File: config.mk
export PLATFORM = sky130hd
export DESIGN_NAME = ovf_timer
export DESIGN_NICKNAME = d
export VERILOG_FILES = /design/src/rtl/ovf_timer_pkg.sv /design/src/rtl/ovf_timer_prescale.sv /design/src/rtl/ovf_timer_core.sv /design/src/rtl/ovf_timer.sv
export SDC_FILE = /design/constraint.sdc
export NUM_CORES = 1
export LEC_CHECK = 0
export BUFFER_PORTS_ARGS = -buffer_cell sky130_fd_sc_hd__buf_4
export CORE_UTILIZATION = 58
export DETAILED_ROUTE_END_ITERATION = 16
export PLACE_DENSITY = 0.84
export SETUP_SLACK_MARGIN = 0.1
export SLEW_MARGIN = 20
export SYNTH_ARGS = -nofsm -noshare
export SYNTH_HDL_FRONTEND = slang
export SYNTH_HIERARCHICAL = 1
export SYNTH_SLANG_ARGS = --single-unit
File: constraint.sdc
create_clock -name clk -period 5.7 [get_ports clk]
set_input_delay 0 -clock clk [delete_from_list [all_inputs] [get_ports clk]]
set_output_delay 0 -clock clk [all_outputs]
set_load 0.01 [all_outputs]
File: src/rtl/ovf_timer_pkg.sv
package ovf_timer_pkg;

   localparam int CS_W   = 3;
   localparam int ADDR_W = 2;

   typedef enum logic [CS_W-1:0] {
      CS_STOP   = 3'd0,
      CS_DIV1   = 3'd1,
      CS_DIV8   = 3'd2,
      CS_DIV64  = 3'd3,
      CS_DIV256 = 3'd4,
      CS_DIV1K  = 3'd5,
      CS_EXT_FALL = 3'd6,
      CS_EXT_RISE = 3'd7
   } cs_code_e;

   localparam logic [ADDR_W-1:0] A_COUNT = 2'd0;
   localparam logic [ADDR_W-1:0] A_CTRL  = 2'd1;
   localparam logic [ADDR_W-1:0] A_FLAG  = 2'd2;
   localparam logic [ADDR_W-1:0] A_MASK  = 2'd3;

   // log2 of the division ratio for the divided-clock codes
   function automatic int div_log2(input int code);
      case (code)
         1: return 0;
         2: return 3;
         3: return 6;
         4: return 8;
         5: return 10;
         default: return 0;
      endcase
   endfunction

endpackage

File: src/rtl/ovf_timer_prescale.sv
module ovf_timer_prescale
   import ovf_timer_pkg::*;
#(
   parameter int PRE_W  = 10,
   parameter int SYNC_N = 2
) (
   input  logic            clk,
   input  logic            rst_n,
   input  logic [CS_W-1:0] cs,
   input  logic            restart,
   input  logic            ext_pin,
   output logic            tick
);

   localparam int NDIV = 5;

   if (PRE_W < div_log2(NDIV)) begin : g_bad_pre
      $error("PRE_W too narrow for the largest division");
   end
   if (SYNC_N < 2) begin : g_bad_sync
      $error("SYNC_N must be at least 2");
   end

   logic [PRE_W-1:0] pre_q;
   logic [SYNC_N:0]  sync_q;
   logic [NDIV:1]    div_hit;
   logic             ext_rise, ext_fall;

   always_ff @(posedge clk or negedge rst_n) begin
      if (!rst_n)       pre_q <= '0;
      else if (restart) pre_q <= '0;
      else              pre_q <= pre_q + 1'b1;
   end

   // synchronizer stages plus one history stage for edge detection
   always_ff @(posedge clk or negedge rst_n) begin
      if (!rst_n) sync_q <= '0;
      else        sync_q <= {sync_q[SYNC_N-1:0], ext_pin};
   end

   assign ext_rise = sync_q[SYNC_N-1] & ~sync_q[SYNC_N];
   assign ext_fall = ~sync_q[SYNC_N-1] & sync_q[SYNC_N];

   for (genvar k = 1; k <= NDIV; k++) begin : g_div
      localparam logic [PRE_W-1:0] MSK = PRE_W'((1 << div_log2(k)) - 1);
      assign div_hit[k] = ((pre_q & MSK) == MSK);
   end

   always_comb begin
      case (cs)
         CS_DIV1:     tick = div_hit[1];
         CS_DIV8:     tick = div_hit[2];
         CS_DIV64:    tick = div_hit[3];
         CS_DIV256:   tick = div_hit[4];
         CS_DIV1K:    tick = div_hit[5];
         CS_EXT_FALL: tick = ext_fall;
         CS_EXT_RISE: tick = ext_rise;
         default:     tick = 1'b0;
      endcase
   end

endmodule

File: src/rtl/ovf_timer_core.sv
module ovf_timer_core #(
   parameter int W = 8
) (
   input  logic         clk,
   input  logic         rst_n,
   input  logic         tick,
   input  logic         cnt_we,
   input  logic [W-1:0] cnt_wdata,
   input  logic         flag_clr,
   input  logic         ack,
   output logic [W-1:0] cnt,
   output logic         flag,
   output logic         ovf
);

   logic adv;

   assign adv = tick & ~cnt_we;
   assign ovf = adv & (&cnt);

   always_ff @(posedge clk or negedge rst_n) begin
      if (!rst_n)      cnt <= '0;
      else if (cnt_we) cnt <= cnt_wdata;
      else if (adv)    cnt <= cnt + 1'b1;
   end

   // a new overflow outranks any clear in the same cycle
   always_ff @(posedge clk or negedge rst_n) begin
      if (!rst_n) flag <= 1'b0;
      else        flag <= (flag & ~flag_clr & ~ack) | ovf;
   end

endmodule

File: src/rtl/ovf_timer.sv
module ovf_timer
   import ovf_timer_pkg::*;
#(
   parameter int W     = 16,
   parameter int PRE_W = 10
) (
   input  logic              clk,
   input  logic              rst_n,
   input  logic              bus_we,
   input  logic [ADDR_W-1:0] bus_addr,
   input  logic [W-1:0]      bus_wdata,
   output logic [W-1:0]      bus_rdata,
   input  logic              ext_clk,
   input  logic              gie,
   input  logic              irq_ack,
   output logic              irq
);

   if (W != 8 && W != 16) begin : g_bad_w
      $error("W must be 8 or 16");
   end

   logic [CS_W-1:0] cs_q;
   logic            mask_q;
   logic [W-1:0]    cnt_q;
   logic            flag_q;
   logic            tick, ovf;
   logic            cnt_we, cs_we, flag_we, mask_we, cs_restart;

   assign cnt_we     = bus_we && bus_addr == A_COUNT;
   assign cs_we      = bus_we && bus_addr == A_CTRL;
   assign flag_we    = bus_we && bus_addr == A_FLAG;
   assign mask_we    = bus_we && bus_addr == A_MASK;
   assign cs_restart = cs_we && bus_wdata[CS_W-1:0] != cs_q;

   always_ff @(posedge clk or negedge rst_n) begin
      if (!rst_n) begin
         cs_q   <= '0;
         mask_q <= 1'b0;
      end else begin
         if (cs_we)   cs_q   <= bus_wdata[CS_W-1:0];
         if (mask_we) mask_q <= bus_wdata[0];
      end
   end

   ovf_timer_prescale #(.PRE_W(PRE_W), .SYNC_N(2)) u_pre (
      .clk     (clk),
      .rst_n   (rst_n),
      .cs      (cs_q),
      .restart (cs_restart),
      .ext_pin (ext_clk),
      .tick    (tick)
   );

   ovf_timer_core #(.W(W)) u_core (
      .clk       (clk),
      .rst_n     (rst_n),
      .tick      (tick),
      .cnt_we    (cnt_we),
      .cnt_wdata (bus_wdata),
      .flag_clr  (flag_we & bus_wdata[0]),
      .ack       (irq_ack),
      .cnt       (cnt_q),
      .flag      (flag_q),
      .ovf       (ovf)
   );

   assign irq = flag_q & mask_q & gie;

   always_comb begin
      case (bus_addr)
         A_COUNT: bus_rdata = cnt_q;
         A_CTRL:  bus_rdata = {{(W-CS_W){1'b0}}, cs_q};
         A_FLAG:  bus_rdata = {{(W-1){1'b0}}, flag_q};
         default: bus_rdata = {{(W-1){1'b0}}, mask_q};
      endcase
   end

endmodule

[After elaboration in Yosys (flattened, before gate mapping)]
Index checks and enable logic that the tools add are counted.
Storage, ports and cells
  bits in registers: 34
  output and inout port bits: 17
  input bits: 24
Operators by class
  equality and inequality tests: 15
  $add $sub $neg: 2
  multiplexer cells: 5
  bitwise operators: 15
  reductions and logical operators: 8
Operator list (count)
  one-hot mux 16 bit (3 select lines): 1
  two-way mux 16 bit: 2
  adder 16 x 1 -> 16 bit, second input constant: 1
  AND reduction 16 bit: 1
  equality test 3 bit, second input constant: 5
  adder 10 x 1 -> 10 bit, second input constant: 1
  equality test 10 bit, second input constant: 1
  two-way mux 10 bit: 1
  AND 1 bit: 9
  equality test 8 bit, second input constant: 1
  one-hot mux 1 bit (7 select lines): 1
  equality test 3 x 2 -> 1 bit, second input constant: 2
  equality test 6 bit, second input constant: 1
  logical AND 1 bit: 5
  NOT 1 bit: 5
  equality test 2 bit, second input constant: 2
  equality test 3 x 1 -> 1 bit, second input constant: 1
  inequality test 3 bit: 1
  equality test 2 x 1 -> 1 bit, second input constant: 1
  zero test 2 bit: 1
  nonzero test 2 bit: 1
  OR 1 bit: 1

[Depth between registers and ports, before layout]
  depth in word-level cells: 7
  mapped depth: 9
  mapped depth without buffers: 9

[Hierarchy]
The synthesis kept the hierarchy.
Modules (own cells, without submodules)
  ovf_timer_core: cells each 102, instances 1, area each 988.4 µm², sequential area each 425.4 µm²
  ovf_timer_prescale: cells each 57, instances 1, area each 603.1 µm², sequential area each 325.3 µm²
  ovf_timer: cells each 38, instances 1, area each 379.1 µm², sequential area each 100.1 µm²

[Worst setup path after synthesis]
OpenSTA, ideal clock, no wires.
  kind: reg-to-reg
  start point: reg u_pre.pre_q[0]
  end point: reg u_core.cnt[14]
  period minus slack after synthesis: 2286 ps
  setup time: 125 ps
  buffers on the path: 0
  slack: 3414 ps
  cell stages (with the launch flop): 10
  required time: 5575 ps
  data arrival time: 2161 ps
  cell sequence: dfrtp_1 > ha_1 > nand4_1 > nor2_2 > o31ai_1 > nor3_2 > nand4_4 > nor4_2 > xor2_1 > mux2_2
Between the ends
  cells in the longest elaborated chain, start to end: 4
  elaborated cells on any way between the ends: 7
  those cells by class: eq/ne (4); mux (1); bitwise (1); reduce/logical (1)
RTL lines
  start, declared: RTL line ovf_timer_prescale.sv:24  | logic [PRE_W-1:0] pre_q;
  start signal, assigned: RTL line ovf_timer_prescale.sv:32  | else pre_q <= pre_q + 1'b1;
  equality test 10 bit (tied with other cells): RTL line ovf_timer_prescale.sv:46  | assign div_hit[k] = ((pre_q & MSK) == MSK);
  one-hot mux 1 bit (7 select lines) (*): RTL line ovf_timer_prescale.sv:50  | case (cs)
  named net tick: RTL line ovf_timer.sv:27  | logic tick, ovf;
  AND 1 bit (*): RTL line ovf_timer_core.sv:18  | assign adv = tick & ~cnt_we;
  nonzero test 2 bit (no source line) (*)
  end signal, assigned: RTL line ovf_timer_core.sv:23  | else if (cnt_we) cnt <= cnt_wdata;
  end signal, assigned: RTL line ovf_timer_core.sv:24  | else if (adv) cnt <= cnt + 1'b1;
  end, declared: RTL line ovf_timer_core.sv:11  | output logic [W-1:0] cnt,
Mark *: on every way through the listed nets, which the timed path passes. The rest lies on a longest branch.
A chain may end at the register's enable or synchronous reset.

[Worst setup path after layout]
Ends and elaborated chain as after synthesis.

==> impl_metrics.ini <==
[synth]
synth_top_area_share = 0.432
async_flop_share = 1.00
syn_avg_cell_area_sq_um = 10.0
synth_area_sq_um = 1970
ys_top_cells_by_area = dfrtp_1 43%, xnor2_1 6.2%, and2_1 4.4%, nand2_1 4.4%, xor2_1 4.0%
synth_cell_type_count = 42
ys_seq_area_frac = 0.432
synth_ff_type = dfrtp_1
yosys.area.top_type = dfrtp_1
syn_inst = 197
synth.yosys.warnings = 6
synth-seq-cells = 34
synth_edf_count = 0
syn-num-nets = 224

[global_route]
first_global_vias = 1639
grt_max_degree = 35
antenna_found_initial = 0
grt_pass1_wl_microns = 7460
grt_overflow = 0
track_usage = 0.288

[timing]
slew_headroom = 0.333
slew_violations = 0
rsz0062_at_grt = no
fin_crit_ns = 2.58
fin_ws_ns = 3.12
finalSetupViolCount = 0
worstMarginPinSlew_ns = 1.00
skew_ns = 0.0111
final.period_utilization = 0.452
hold_ws_ns = 0.0462
fmax_mhz = 388
hold_viol = 0
fin_setup_tns_ns = 0

[power]
ir_worst_vdd_mv = 0.239
swShare = 0.352
p_leak_uw = 0.00111
seqPwrFrac = 0.488
cellPowerDensity_nw_per_um2 = 311
power_switching_uw = 282
pwr-share-comb = 0.285
pwr-share-clk = 0.227
p_int_uw = 518

[place]
routabilityCongestion = 0.804
dp_hpwl_microns = 3100
io_buffers = 40
pre_cts_slack_ns = 3.13

[setup_path]
end_kind = register
crit_fanout = 6
reg2reg_slack_ns = 3.12
cp_data_arrival_time_ns = 2.81
rr_worst_depth = 9
path_class = register to register
crit_path_start_kind = register
critPathBufInv = 0
crit_required_ns = 5.93
r2r_end = u_core/cnt[14]
cp_slowest_stage_delay_ns = 0.50
crit_path_cell_trace = ha_1 -> nand4_1 -> nor2_2 -> o31ai_1 -> nor3_2 -> nand4_4 -> nor4_2 -> xor2_1 -> mux2_2
r2r_start = u_pre/pre_q[0]
worst_path_max_delay_cell = nor3_2
critPathTopFamily = simple AND/OR/NAND/NOR gates

[clock_tree]
cts_tree = yes
clk_path_buf_depth = 2
root_buffer = clkbuf_4
postCtsSetupRepairBufs = 0
cts.sinks = 34
h-tree-depth = 2
worstSkewPairLatency_ns = 0.34
clkSlewWorstSetupHoldPaths_ns = 0.11
cts_made_buffers = 5

[final_layout]
antenna_cells = 0
multi_input_area_sq_um = 1080
final_core_util = 0.820
fillerInstances = 192
nets = 284
mostFrequentLayoutCell = buf_4
area_growth_pct = 30.2
drive_gt1_frac = 0.245
seq_area_sq_um = 851
final_cell_mix = 40 x buf_4, 34 x dfrtp_1, 23 x nand2_1

[detailed_routing]
totalWireLength_microns = 4500
drtIter0Drc = 113
dr.pass1.iters = 4
ant_nets = 0
wl_per_cell_microns = 15.0
route.detailed.drc = 0
viasPerCell = 5.55
via_count = 1672

[die]
dieHeight_microns = 60.3
coreArea_sq_um = 3130
die_area_sq_um = 3630
die_x_microns = 60.3
rows = 20
start_util = 0.630
num_io_pins = 41

[hold_path]
whs_endpoint = mask_q
hp-start = bus_addr[1]
hp-class = primary input to register
min_path_cells = 3

[outcome]
status = complete, no violations

[run]
cap_violations = 0
-- state kept, by name, indices dropped and copies added, names as in the netlist --
signal and cells:
u_core/cnt 16, u_core/flag 1, u_pre/pre_q 10, u_pre/sync_q 3
cs_q 3, mask_q 1
-- layout make-up --
cell class                 count  area share
multi-input combinational    154       0.420
sequential                    34       0.332
timing repair buffer          59       0.191
tap                           44      0.0215
clock buffer                   6      0.0200
clock inverter                 1      0.0117
inverter                       3     0.00439
-- layer usage --
layer	wire length, microns	track usage	share of wire	vias up
met5	0	0	0	-
met2	2370	0.498	0.53	67
met4	108	0.130	0.024	0
li1	-	-	-	802
met3	257	0.0866	0.057	17
met1	1760	0.323	0.39	786
-- synthesized netlist by cell type (8+ instances only) --
library cell / number
dfrtp_1: 34
nand2_1: 23
nor2_1: 15
and2_1: 14
xnor2_1: 14
o21ai_0: 13
xor2_1: 9
nand3_1: 8
-- cells by family (layout without fill, tap and decap cells) --
| group | count (synthesis) | in the layout | share of synthesized area |
|---|---|---|---|
| simple gates | 95 | 95 | 0.299 |
| flops | 34 | 34 | 0.432 |
| compound gates | 23 | 23 | 0.0660 |
| xor+xnor | 23 | 23 | 0.102 |
| mux | 10 | 10 | 0.0603 |
| buf+inv | 9 | 69 | 0.0216 |
| fa+ha+maj | 3 | 3 | 0.0190 |
-- per-stage QoR --
| step | cells | total power [uW] | cell area, sq um |
|---|---|---|---|
| after global placement | 275 | 588 | 2290 |
| after global routing | 301 | 849 | 2570 |
| after detailed placement | 275 | 607 | 2290 |
| after CTS | 301 | 799 | 2570 |
| after floorplan | 197 | 519 | 1970 |
| final | 301 | 799 | 2570 |
-- tightest hold or removal path, cell delays in order --
cell and delay (ns):
buf_4 0.14, nand3_1 0.08, mux2_1 0.13
-- repair_timing --
item,CTS,global route
setup endpoints to repair,0,0
resized for setup,0,0
hold buffers,19,0
hold endpoints to repair,56,0
-- worst max-delay path by stage --
stage	start	cells past startpoint	slack, ns	end
after floorplan	u_pre/pre_q[0]	9	3.41	u_core/cnt[14]
after global placement	u_pre/pre_q[0]	9	3.29	u_core/cnt[14]
after detailed placement	u_pre/pre_q[0]	9	3.13	u_core/cnt[14]
after CTS	u_pre/pre_q[0]	9	3.12	u_core/cnt[14]
after global routing	u_pre/pre_q[0]	9	2.96	u_core/cnt[14]
final	u_pre/pre_q[0]	9	3.12	u_core/cnt[14]
-- power groups by stage --
stage	clock network [uW]	registers (uW)	logic, uW
final	181	390	228
after global placement	0	386	202
after detailed placement	0	392	216
after CTS	185	387	228
after global routing	196	401	253
after floorplan	0	369	151
Power figures use the tool's default switching activity.
